`src/rtl/tws_pkg.sv`:
```
package tws_pkg;

    localparam int BYTE_W = 8;
    localparam int WORD_W = 16;

    typedef enum logic [2:0] {
        ST_IDLE,
        ST_DEV,
        ST_REG,
        ST_WR,
        ST_RD,
        ST_SKIP
    } tws_state_e;

    typedef struct packed {
        logic scl;
        logic sda;
        logic start;
        logic stop;
        logic rise;
        logic fall;
    } tws_bus_t;

    function automatic logic [WORD_W-1:0] tws_reset_word(input int idx);
        logic [7:0] lo;
        lo = idx[7:0];
        return {8'hA5, lo};
    endfunction

endpackage

```
`src/rtl/tws_sync.sv`:
```
module tws_sync
    import tws_pkg::*;
#(
    parameter int STAGES = 2
) (
    input  logic     clk,
    input  logic     rst,
    input  logic     scl_in,
    input  logic     sda_in,
    output tws_bus_t bus
);
    localparam int LAST = STAGES - 1;

    logic [STAGES-1:0] scl_chain;
    logic [STAGES-1:0] sda_chain;
    logic              scl_prev;
    logic              sda_prev;

    generate
        for (genvar s = 0; s < STAGES; s++) begin : g_stage
            always_ff @(posedge clk) begin
                if (rst) begin
                    scl_chain[s] <= 1'b1;
                    sda_chain[s] <= 1'b1;
                end else if (s == 0) begin
                    scl_chain[s] <= scl_in;
                    sda_chain[s] <= sda_in;
                end else begin
                    scl_chain[s] <= scl_chain[(s == 0) ? 0 : s-1];
                    sda_chain[s] <= sda_chain[(s == 0) ? 0 : s-1];
                end
            end
        end
    endgenerate

    always_ff @(posedge clk) begin
        if (rst) begin
            scl_prev <= 1'b1;
            sda_prev <= 1'b1;
        end else begin
            scl_prev <= scl_chain[LAST];
            sda_prev <= sda_chain[LAST];
        end
    end

    always_comb begin
        bus.scl   = scl_chain[LAST];
        bus.sda   = sda_chain[LAST];
        bus.start = scl_chain[LAST] && scl_prev && sda_prev && !sda_chain[LAST];
        bus.stop  = scl_chain[LAST] && scl_prev && !sda_prev && sda_chain[LAST];
        bus.rise  = scl_chain[LAST] && !scl_prev;
        bus.fall  = !scl_chain[LAST] && scl_prev;
    end

endmodule

```
`src/rtl/tws_regfile.sv`:
```
module tws_regfile
    import tws_pkg::*;
#(
    parameter int NUM_REGS = 16
) (
    input  logic              clk,
    input  logic              rst,
    input  logic              we,
    input  logic [7:0]        waddr,
    input  logic [WORD_W-1:0] wdata,
    input  logic [7:0]        raddr,
    output logic [WORD_W-1:0] rdata
);
    localparam int IDX_W = (NUM_REGS > 1) ? $clog2(NUM_REGS) : 1;

    logic [WORD_W-1:0] mem [NUM_REGS];

    always_ff @(posedge clk) begin
        if (rst) begin
            for (int i = 0; i < NUM_REGS; i++) begin
                mem[i] <= tws_reset_word(i);
            end
        end else if (we) begin
            mem[waddr[IDX_W-1:0]] <= wdata;
        end
    end

    assign rdata = mem[raddr[IDX_W-1:0]];

endmodule

```
`src/rtl/tws_proto.sv`:
```
module tws_proto
    import tws_pkg::*;
#(
    parameter logic [6:0] DEV_ADDR = 7'h48
) (
    input  logic              clk,
    input  logic              rst,
    input  tws_bus_t          bus,
    input  logic [WORD_W-1:0] rd_word,
    output logic [7:0]        rptr,
    output logic              we,
    output logic [7:0]        waddr,
    output logic [WORD_W-1:0] wdata,
    output logic              sda_oe
);
    tws_state_e        state;
    logic [3:0]        cnt;
    logic [BYTE_W-1:0] shreg;
    logic [BYTE_W-1:0] txsh;
    logic [BYTE_W-1:0] hold;
    logic [7:0]        ptr;
    logic              ack_slot;
    logic              rw;
    logic              byte_sel;
    logic              rx_state;
    logic [BYTE_W-1:0] next_tx;

    assign rx_state = (state == ST_DEV) || (state == ST_REG) || (state == ST_WR);
    assign next_tx  = byte_sel ? rd_word[7:0] : rd_word[15:8];
    assign rptr     = ptr;

    always_ff @(posedge clk) begin
        if (rst) begin
            state    <= ST_IDLE;
            cnt      <= '0;
            shreg    <= '0;
            txsh     <= '0;
            hold     <= '0;
            ptr      <= '0;
            ack_slot <= 1'b0;
            rw       <= 1'b0;
            byte_sel <= 1'b0;
            sda_oe   <= 1'b0;
            we       <= 1'b0;
            waddr    <= '0;
            wdata    <= '0;
        end else begin
            we <= 1'b0;
            if (bus.start) begin
                state    <= ST_DEV;
                cnt      <= '0;
                ack_slot <= 1'b0;
                byte_sel <= 1'b0;
                sda_oe   <= 1'b0;
            end else if (bus.stop) begin
                state    <= ST_IDLE;
                cnt      <= '0;
                ack_slot <= 1'b0;
                byte_sel <= 1'b0;
                sda_oe   <= 1'b0;
            end else if (bus.rise) begin
                if (rx_state && !ack_slot && cnt < 4'd8) begin
                    shreg <= {shreg[6:0], bus.sda};
                    cnt   <= cnt + 4'd1;
                end else if (state == ST_RD && ack_slot) begin
                    if (bus.sda) begin
                        state    <= ST_SKIP;
                        ack_slot <= 1'b0;
                    end else begin
                        if (byte_sel) ptr <= ptr + 8'd1;
                        byte_sel <= ~byte_sel;
                    end
                end
            end else if (bus.fall) begin
                if (rx_state && !ack_slot && cnt == 4'd8) begin
                    cnt <= '0;
                    case (state)
                        ST_DEV: begin
                            if (shreg[7:1] == DEV_ADDR) begin
                                rw       <= shreg[0];
                                ack_slot <= 1'b1;
                                sda_oe   <= 1'b1;
                            end else begin
                                state <= ST_SKIP;
                            end
                        end
                        ST_REG: begin
                            ptr      <= shreg;
                            byte_sel <= 1'b0;
                            ack_slot <= 1'b1;
                            sda_oe   <= 1'b1;
                        end
                        default: begin
                            if (!byte_sel) begin
                                hold     <= shreg;
                                byte_sel <= 1'b1;
                            end else begin
                                we       <= 1'b1;
                                waddr    <= ptr;
                                wdata    <= {hold, shreg};
                                ptr      <= ptr + 8'd1;
                                byte_sel <= 1'b0;
                            end
                            ack_slot <= 1'b1;
                            sda_oe   <= 1'b1;
                        end
                    endcase
                end else if (rx_state && ack_slot) begin
                    ack_slot <= 1'b0;
                    sda_oe   <= 1'b0;
                    if (state == ST_DEV) begin
                        if (rw) begin
                            state  <= ST_RD;
                            txsh   <= next_tx;
                            sda_oe <= ~next_tx[7];
                            cnt    <= 4'd1;
                        end else begin
                            state <= ST_REG;
                        end
                    end else if (state == ST_REG) begin
                        state <= ST_WR;
                    end
                end else if (state == ST_RD) begin
                    if (ack_slot) begin
                        ack_slot <= 1'b0;
                        txsh     <= next_tx;
                        sda_oe   <= ~next_tx[7];
                        cnt      <= 4'd1;
                    end else if (cnt == 4'd8) begin
                        sda_oe   <= 1'b0;
                        ack_slot <= 1'b1;
                        cnt      <= '0;
                    end else begin
                        sda_oe <= ~txsh[6];
                        txsh   <= {txsh[6:0], 1'b0};
                        cnt    <= cnt + 4'd1;
                    end
                end
            end
        end
    end

    // an idle slave never pulls the line
    a_r1_idle_released: assert property (@(posedge clk) disable iff (rst)
        (state == ST_IDLE) |-> !sda_oe);

    // a start always puts the slave back to address decode, line released
    a_r2_start_to_dev: assert property (@(posedge clk) disable iff (rst)
        bus.start |=> (state == ST_DEV && !sda_oe));

    // a stop always returns to idle
    a_r2_stop_to_idle: assert property (@(posedge clk) disable iff (rst)
        bus.stop |=> (state == ST_IDLE));

    // a slave that dropped out of the transaction stays off the line
    a_r4_skip_released: assert property (@(posedge clk) disable iff (rst)
        (state == ST_SKIP) |-> !sda_oe);

    // a word write moves the pointer one past the written register
    a_r7_ptr_steps: assert property (@(posedge clk) disable iff (rst)
        we |-> (ptr == waddr + 8'd1));

    // the pull-down only moves while the synchronized clock was low
    a_r11_oe_scl_low: assert property (@(posedge clk) disable iff (rst)
        (sda_oe != $past(sda_oe)) |-> !$past(bus.scl));

endmodule

```
`src/rtl/tws_slave.sv`:
```
module tws_slave
    import tws_pkg::*;
#(
    parameter logic [6:0] DEV_ADDR    = 7'h48,
    parameter int         NUM_REGS    = 16,
    parameter int         SYNC_STAGES = 2
) (
    input  logic clk,
    input  logic rst,
    input  logic scl_in,
    input  logic sda_in,
    output logic sda_oe
);
    tws_bus_t          bus;
    logic [WORD_W-1:0] rd_word;
    logic [7:0]        rptr;
    logic              we;
    logic [7:0]        waddr;
    logic [WORD_W-1:0] wdata;

    tws_sync #(.STAGES(SYNC_STAGES)) u_sync (
        .clk    (clk),
        .rst    (rst),
        .scl_in (scl_in),
        .sda_in (sda_in),
        .bus    (bus)
    );

    tws_proto #(.DEV_ADDR(DEV_ADDR)) u_proto (
        .clk     (clk),
        .rst     (rst),
        .bus     (bus),
        .rd_word (rd_word),
        .rptr    (rptr),
        .we      (we),
        .waddr   (waddr),
        .wdata   (wdata),
        .sda_oe  (sda_oe)
    );

    tws_regfile #(.NUM_REGS(NUM_REGS)) u_regs (
        .clk   (clk),
        .rst   (rst),
        .we    (we),
        .waddr (waddr),
        .wdata (wdata),
        .raddr (rptr),
        .rdata (rd_word)
    );

endmodule

```
`config.mk`:
```
export PLATFORM = sky130hd
export DESIGN_NAME = tws_slave
export DESIGN_NICKNAME = d
export VERILOG_FILES = /design/src/rtl/tws_pkg.sv /design/src/rtl/tws_sync.sv /design/src/rtl/tws_regfile.sv /design/src/rtl/tws_proto.sv /design/src/rtl/tws_slave.sv
export SDC_FILE = /design/constraint.sdc
export NUM_CORES = 1
export LEC_CHECK = 0
export BUFFER_PORTS_ARGS = -buffer_cell sky130_fd_sc_hd__buf_2
export CELL_PAD_IN_SITES_DETAIL_PLACEMENT = 1
export CELL_PAD_IN_SITES_GLOBAL_PLACEMENT = 1
export CORE_UTILIZATION = 55
export CTS_CLUSTER_DIAMETER = 200
export DETAILED_ROUTE_END_ITERATION = 10
export GPL_TIMING_DRIVEN = 0
export PLACE_DENSITY_LB_ADDON = 0.05
export REMOVE_ABC_BUFFERS = 1
export SLEW_MARGIN = 20
export SYNTH_ARGS = -nofsm -noshare
export SYNTH_HDL_FRONTEND = slang
export SYNTH_HIERARCHICAL = 1
export SYNTH_SLANG_ARGS = --single-unit
```
`constraint.sdc`:
```
create_clock -name clk -period 5.5 [get_ports clk]
set_clock_uncertainty 0.05 [all_clocks]
set_input_delay 0.275 -clock clk [delete_from_list [all_inputs] [get_ports clk]]
set_output_delay 0.275 -clock clk [all_outputs]
set_load 0.02 [all_outputs]
```
# Word-level counts from Yosys, hierarchy flattened
# Memory sizes are Yosys's and may differ from the RTL's. A register that Yosys moved wholly into a read port is not among the register bits.
# Index checks and enable logic that the tools add are counted.
totals:
  register_bits: 69
  ram_bits: 256
  out_inout_bits: 1
  elab_cells: 181
  memories: 1
classes:
  addsub: 2
  n_lt_le_gt_ge: 1
  n_eq_ne: 26
  n_mux: 77
  bitwise: 9
  n_reduce_logical: 45
memory_table:
  columns: ["memory", "words", "word_bits", "rd", "rd_clocked_by_memory_dff", "write_ports", "line", "rtl"]
  rows:
  - ["u_regs.mem", 16, 16, 1, 1, 16, "tws_regfile.sv:16", "logic [WORD_W-1:0] mem [NUM_REGS];"]
op_table:
  columns: ["cell", "n"]
  rows:
  - ["two-way mux 8 bit", 8]
  - ["two-way mux 4 bit", 13]
  - ["two-way mux 7 bit", 6]
  - ["two-way mux 3 bit", 12]
  - ["two-way mux 1 bit", 35]
  - ["AND reduction 8 bit", 3]
  - ["AND reduction 7 bit", 3]
  - ["two-way mux 16 bit", 1]
  - ["case mux 8 bit (2 select lines)", 1]
  - ["OR reduction 16 bit", 1]
  - ["logical AND 1 bit", 12]
  - ["AND reduction 6 bit", 2]
  - ["!= test 2 x 1 -> 1 bit (second input constant)", 5]
  - ["nonzero test 5 bit", 2]
  - ["NOT 1 bit", 9]
  - ["AND reduction 9 bit", 1]
  - ["nonzero test 3 bit", 3]
  - ["adder 8 x 1 -> 8 bit (second input constant)", 1]
  - ["!= test 4 x 1 -> 1 bit (second input constant)", 2]
  - ["!= test 4 x 2 -> 1 bit (second input constant)", 2]
  - ["!= test 4 bit (second input constant)", 2]
  - ["AND reduction 4 bit", 2]
  - ["nonzero test 4 bit", 2]
  - ["OR reduction 8 bit", 1]
  - ["19 further kinds", 31]

# Logic depth before layout (Yosys ltp)
# Gate-level depths: netlist of run 1.
logic_depth:
  word_depth: 10
  depth_mapped: 9
  depth_no_buf: 7

# Cells and area by module
# The synthesis of run 1 kept the hierarchy.
by_module_without_submodules:
  columns: ["module", "n_inst", "cells_each", "area_each_um2", "seq_area_each_um2"]
  rows:
  - ["tws_regfile", 1, 734, 11562.3, 7687.4]
  - ["tws_proto", 1, 360, 3251.9, 1341.3]
  - ["tws_sync", 1, 18, 205.2, 120.1]

# Worst setup path after synthesis of run 1
# No wires, ideal clock.
synth_path:
  path_type: "reg-to-reg"
  from: "reg, netlist name u_proto/rptr[0]"
  to: "reg u_proto.sda_oe"
  setup_time_ns: 0.086
  arrival_time_ns: 2.250
  required_time_ns: 5.364
  slack_ns: 3.114
  path_stages_with_launch: 10
  path_buffers: 2
  period_less_slack_ns: 2.386
  cell_sequence: "dfxtp_1 buf_2 buf_2 mux4_2 a22oi_1 nand2_1 nor2b_1 a211oi_1 a21oi_1 a211oi_1"
synth_rtl:
  columns: ["element", "line", "rtl"]
  rows:
  - ["to (signal assigned)", "tws_proto.sv:115", "sda_oe <= ~next_tx[7];"]
  - ["to (signal assigned)", "tws_proto.sv:127", "sda_oe <= ~next_tx[7];"]
  - ["to (signal assigned)", "tws_proto.sv:134", "sda_oe <= ~txsh[6];"]
  - ["to (decl)", "tws_proto.sv:14", "output logic sda_oe"]

==> results of run 1 <==
metal layers:
metal / share of wire (%) / wire [µm]
met5: 0 / 0
met4: 2.0 / 714
met3: 4.4 / 1570
met2: 52 / 18400
met1: 42 / 14900
power by group through the flow:
| stage | clock network (mW) | registers (mW) | logic (mW) |
|---|---|---|---|
| detailed placement | 0 | 2.72 | 0.106 |
| finish | 2.16 | 2.67 | 0.106 |
| global route | 2.30 | 2.67 | 0.113 |
| CTS | 2.21 | 2.67 | 0.108 |
| floorplan | 0 | 2.71 | 0.0636 |
| global placement | 0 | 2.72 | 0.105 |
placed cells by master (no fill, tap or decap), drive strengths merged, types with 4 or more instances in the layout:
master and n:
dfxtp 65, a211oi 7, clkbuf 46, edfxtp 256
nor3 8, or3 77, mux2i 51, o31ai 4
and2 162, nor2 73, buf 8, clkinv 14
nor2b 8, nor3b 4, o21ai 10, inv 7
a21oi 20, nand2b 26, or2 23, nand3 5
nand2 28, a22oi 33, mux4 64
registers in the layout, summed over array words and instances, names as in the netlist, 2 cells and up:
| signal | count |
|---|---|
| u_regs/mem | 256 |
| u_proto/wdata | 16 |
| u_proto/hold | 8 |
| u_proto/shreg | 8 |
| u_proto/txsh | 7 |
| u_proto/cnt | 4 |
| u_proto/rptr | 4 |
| u_proto/waddr | 4 |
| u_proto/state | 3 |
| u_sync/bus | 2 |
metrics by stage:
step | total power, mW | std cells | setup slack [ns]
5_1_grt | 5.08 | 1383 | 1.91
4_1_cts | 4.98 | 1383 | 2.03
3_5_place_dp | 2.82 | 1319 | 1.64
2_1_floorplan | 2.77 | 976 | 1.06
3_3_place_gp | 2.82 | 1315 | -0.747
6_report | 4.94 | 1383 | 2.06
worst reg2reg max path: cells and delay by family, from the launching register on:
family / cells / cell delay, ns
DFF: 1 / 0.40
and+or+nand+nor: 3 / 2.61
layout make-up:
class	count	area, µm²
clock buffer	46	970
clock inverter	16	75.1
fill	2441	10200
inverter	6	22.5
multi-input combinational	649	5290
sequential	321	9000
tap	335	419
timing repair buffer	10	129
worst max path at each step:
| stage | start | endpoint | depth (start not counted) | slack [ns] |
|---|---|---|---|---|
| 2_1_floorplan | u_proto/rptr[0] | u_proto/sda_oe | 7 | 1.06 |
| 5_1_grt | u_proto/waddr[2] | u_regs/mem[14][3] | 3 | 1.91 |
| 4_1_cts | u_proto/waddr[1] | u_regs/mem[15][8] | 3 | 2.03 |
| 6_report | u_proto/waddr[2] | u_regs/mem[14][6] | 3 | 2.06 |
| 3_5_place_dp | rst | u_regs/mem[14][6] | 4 | 1.64 |
| 3_3_place_gp | u_proto/rptr[0] | u_proto/txsh[6] | 7 | -0.75 |
what timing repair did:
item                       CTS  global route
setup buffers                0             0
resized for setup            0             0
hold endpoints to repair     2             0
setup endpoints to repair    0             0
hold buffers                 2             0
==> results.cfg, run 1 <==
[setup_path]
crit_arrival_ns = 3.54
r2r_slack_ns = 2.06
critPathLaunchType = flop
worstPathCellList = nand4b_1, nor2_1, or2_2
crit_path_end_kind = flop
cp_max_fo = 26
cp_slowest_cell = nor2_1
cp_num_buf_inv = 0
worstReg2RegStart = u_proto/waddr[2]
cpPeakStageDelay_ns = 1.12
r2r-end = u_regs/mem[14][6]
reg2reg_depth = 3
worstSetupPathType = reg -> reg
critPathRequiredTime_ns = 5.60
critPathTopFamily = simple AND/OR/NAND/NOR gates

[global_route]
grt_use_met2_pct = 47.5
top_usage_layer = met2
globalRouteTotalUtil_pct = 27.2
antenna_found_initial = 0
met3_usage_pct = 3.37
grt_pass1_vias = 8979
grt_pass1_wl_mm = 53.9
overflow = 0
grt_start_max_net_pins = 80
grt_util_met1_pct = 35.6

[pwr]
vdd_drop_max_v = 0.000309
power.density_mw_per_mm2 = 310
p_int_mw = 3.92
p_comb_share_pct = 2.1
clkPwrFrac_pct = 43.8
p_leak_nw = 5.05
p_sw_mw = 1.02
seq_power_share_pct = 54.0
swShare_pct = 20.6

[timing]
hold_violations = 0
hold_slack_ns = 0.274
post-route-period-util_pct = 62.5
worst_slew_pin_slew_ns = 1.11
setup_viol = 0
max_freq_ghz = 0.291
maxSlewViolCount = 0
finalWorstPathRequiredPeriod_ns = 3.44
relSlewSlack_pct = 25.9
grt_setup_unrepaired = false
final.setup.tns_ns = 0

[die]
num_rows = 59
dieWidth_um = 165
start_util_pct = 56.2
coreArea_mm2 = 0.0261
die-area_mm2 = 0.0273
num_io_pins = 5
die_y_um = 165

[yosys]
yosysWarningCount = 6
synth_area_mm2 = 0.0146
syn_inst = 1066
syn-mean-instance-area_um2 = 13.7

[detailed_routing]
ant_nets = 0
vias = 8516
dr.pass1.iters = 5
drc = 0
drt_iter0_markers = 621
wire_per_inst_um = 25.8
routed_wl_mm = 35.6
viasPerCell = 6.16

[cells_and_area]
synthToLayoutAreaGrowth_pct = 8.59
antenna_cells = 0
fin_area_mm2 = 0.0159
nNetsFinal = 1030
final_util_pct = 61.0
drive_gt1_share_pct = 15.3

[min_path]
worstHoldStart = rst
min_to = u_proto/rw
hold_class = in -> reg
worstHoldPathCells = 2

[job]
drv_cap = 0

[clock_tree]
clock_latency_ns = 0.51
clkTransAtPathRegs_ns = 0.06
cts.sinks = 321
htreeDepth = 2
cts_tree = yes
cts_root_buf = clkbuf_16
cts_buffers = 35
clockBufferDepth = 3

[place]
gp_congestion = 0.747
portBuffers = 4
place_area_mm2 = 0.0148
dp_hpwl_mm = 21.9

[run_status]
status = finished, final reports clean
(Power assumes the default switching activity.)
==> run 2: changes to the inputs <==
Settings changed: CORE_UTILIZATION 55 to 54.
Clock period 5.5 ns to 3.18 ns, I/O delays scaled along.
==> results.cfg, run 2 (synthesized netlist as in run 1, its figures left out) <==
[run_status]
status = complete, but fails checks
violations = negative setup slack

[pwr]
p_comb_share_pct = 2.2
vdd_drop_max_v = 0.000419
p_int_mw = 6.92
seq_power_share_pct = 53.4
p_leak_nw = 5.14
swShare_pct = 19.8
clkPwrFrac_pct = 44.4
p_sw_mw = 1.71
power.density_mw_per_mm2 = 537

[cells_and_area]
largest_reg_flops = 256
nNetsFinal = 1043
fin_area_mm2 = 0.0161
regMostFlops = u_regs/mem
antenna_cells = 0
synthToLayoutAreaGrowth_pct = 9.77
regArea_mm2 = 0.00900
layout_common_cells = 256 x edfxtp_1, 162 x and2_1, 77 x or3_1, 64 x mux4_2
final_common_cell = edfxtp_1
top_regs = u_regs/mem (256), u_proto/wdata (16)
drive_gt1_share_pct = 17.0
multiInputGateArea_mm2 = 0.00531
fillers = 2466

[setup_path]
crit_arrival_ns = 3.29
critPathLaunchType = flop
worstPathCellList = nand4bb_1, nor2_1, or2_2
critPathRequiredTime_ns = 3.28
critPathTopFamily = simple AND/OR/NAND/NOR gates
cp_num_buf_inv = 0
cp_slowest_cell = nand4bb_1
crit_path_end_kind = flop
cpPeakStageDelay_ns = 0.94
reg2reg_depth = 3
r2r-end = u_regs/mem[5][2]
worstSetupStartpoint = u_proto/waddr[3]
worstReg2RegStart = u_proto/waddr[3]
r2r_slack_ns = -0.008
worstSetupPathType = reg -> reg
cp_max_fo = 23

[detailed_routing]
wl_met3_mm = 1.73
routed_wl_mm = 36.7
ant_nets = 0
wire_per_inst_um = 26.3
m1WireLength_mm = 15.9
dr.pass1.iters = 5
met2_length_mm = 18.4
vias = 8707
viasPerCell = 6.25
drc = 0
highest_layer = met4
drt_iter0_markers = 881

[global_route]
grt_start_max_net_pins = 67
globalRouteTotalUtil_pct = 27.7
grt_pass1_vias = 9241
overflow = 0
grt_pass1_wl_mm = 56.5
antenna_found_initial = 1

[timing]
relSlewSlack_pct = 25.9
worst_slew_pin_slew_ns = 1.11
final.setup.tns_ns = -0.0655
post-route-period-util_pct = 100
timing.final.ws_setup_ns = -0.00784
max_freq_ghz = 0.314
hold_violations = 0
finalWorstPathRequiredPeriod_ns = 3.19
maxSlewViolCount = 0
setup_viol = 11
grt_setup_unrepaired = true

[die]
start_util_pct = 55.6
coreArea_mm2 = 0.0264
die-area_mm2 = 0.0278
die_y_um = 167
num_rows = 59
dieWidth_um = 167
num_io_pins = 5

[min_path]
worstHoldStart = rst
min_to = u_proto/txsh[1]
worstHoldPathCells = 3
hold_class = in -> reg

[clock_tree]
cts.sinks = 321
clockBufferDepth = 3
cts_tree = yes
cts_buffers = 35
clkTransAtPathRegs_ns = 0.06
clock_latency_ns = 0.51
htreeDepth = 2
cts_root_buf = clkbuf_16

[job]
drv_cap = 0

[place]
gp_congestion = 0.791
place_area_mm2 = 0.0149
portBuffers = 4
dp_hpwl_mm = 22.3
==> run 2: cell count changes in the layout (fill, tap and decap cells not counted), sizes merged <==
| cell | before | now |
|---|---|---|
| buf | 8 | 21 |
| clkinv | 14 | 5 |
| clkbuf | 46 | 53 |
| bufinv | 0 | 1 |
| clkinvlp | 1 | 0 |
| inv | 7 | 6 |
==> run 2: metrics by stage <==
step / worst slack, ns / utilization (%) / std cells / hold WS (ns) / total power, mW
2_1_floorplan: -1.26 / - / 976 / 0.175 / 4.80
3_3_place_gp: -2.99 / 55.8 / 1315 / 0.287 / 4.88
3_5_place_dp: -0.460 / 56.4 / 1320 / 0.293 / 4.89
4_1_cts: 0.0358 / 60.6 / 1382 / 0.155 / 8.70
5_1_grt: -0.162 / 61.0 / 1393 / 0.203 / 8.86
6_report: -0.00784 / 61.0 / 1393 / 0.148 / 8.63
==> run 2: worst max-delay path by stage <==
stage                         end  slack (ns)  depth (start not counted)
4_1_cts          u_regs/mem[5][5]        0.04                          3
6_report         u_regs/mem[5][2]      -0.008                          3
3_3_place_gp      u_proto/txsh[1]       -2.99                          7
5_1_grt         u_regs/mem[6][12]       -0.16                          3
3_5_place_dp   u_regs/mem[12][15]       -0.46                          5
2_1_floorplan      u_proto/sda_oe       -1.26                          7
==> run 2: worst register-to-register path, cell delays in order, from the launching register on <==
cell	delay (ns)
dfxtp_1	0.34
nand4bb_1	0.94
nor2_1	0.93
or2_2	0.55
==> run 2: metal layers <==
metal	vias up	GRT usage, %
met1	4557	37.5
met3	43	3.68
li1	3892	-
met2	215	47.3
met5	-	0
met4	0	7.33
==> run 2: power by group through the flow <==
| stage | clock network, mW | logic (mW) | registers [mW] |
|---|---|---|---|
| 5_1_grt | 4.04 | 0.204 | 4.62 |
| 4_1_cts | 3.90 | 0.192 | 4.61 |
| 6_report | 3.83 | 0.190 | 4.61 |
| 3_3_place_gp | 0 | 0.185 | 4.70 |
| 2_1_floorplan | 0 | 0.110 | 4.69 |
| 3_5_place_dp | 0 | 0.190 | 4.70 |
==> run 2: cell type report <==
class	instances	area share (%)
clock inverter	6	0.311
multi-input combinational	649	33.1
inverter	6	0.140
clock buffer	53	6.34
sequential	321	56.0
timing repair buffer	23	1.58
tap	335	2.61
==> run 2: timing repair <==
action	4_1_cts	5_1_grt
endpoints found under the hold margin	2	0
gates resized for setup	3	7
hold buffers	2	0
pin swaps	1	2
endpoints found under the setup margin	64	160
setup buffers	1	11
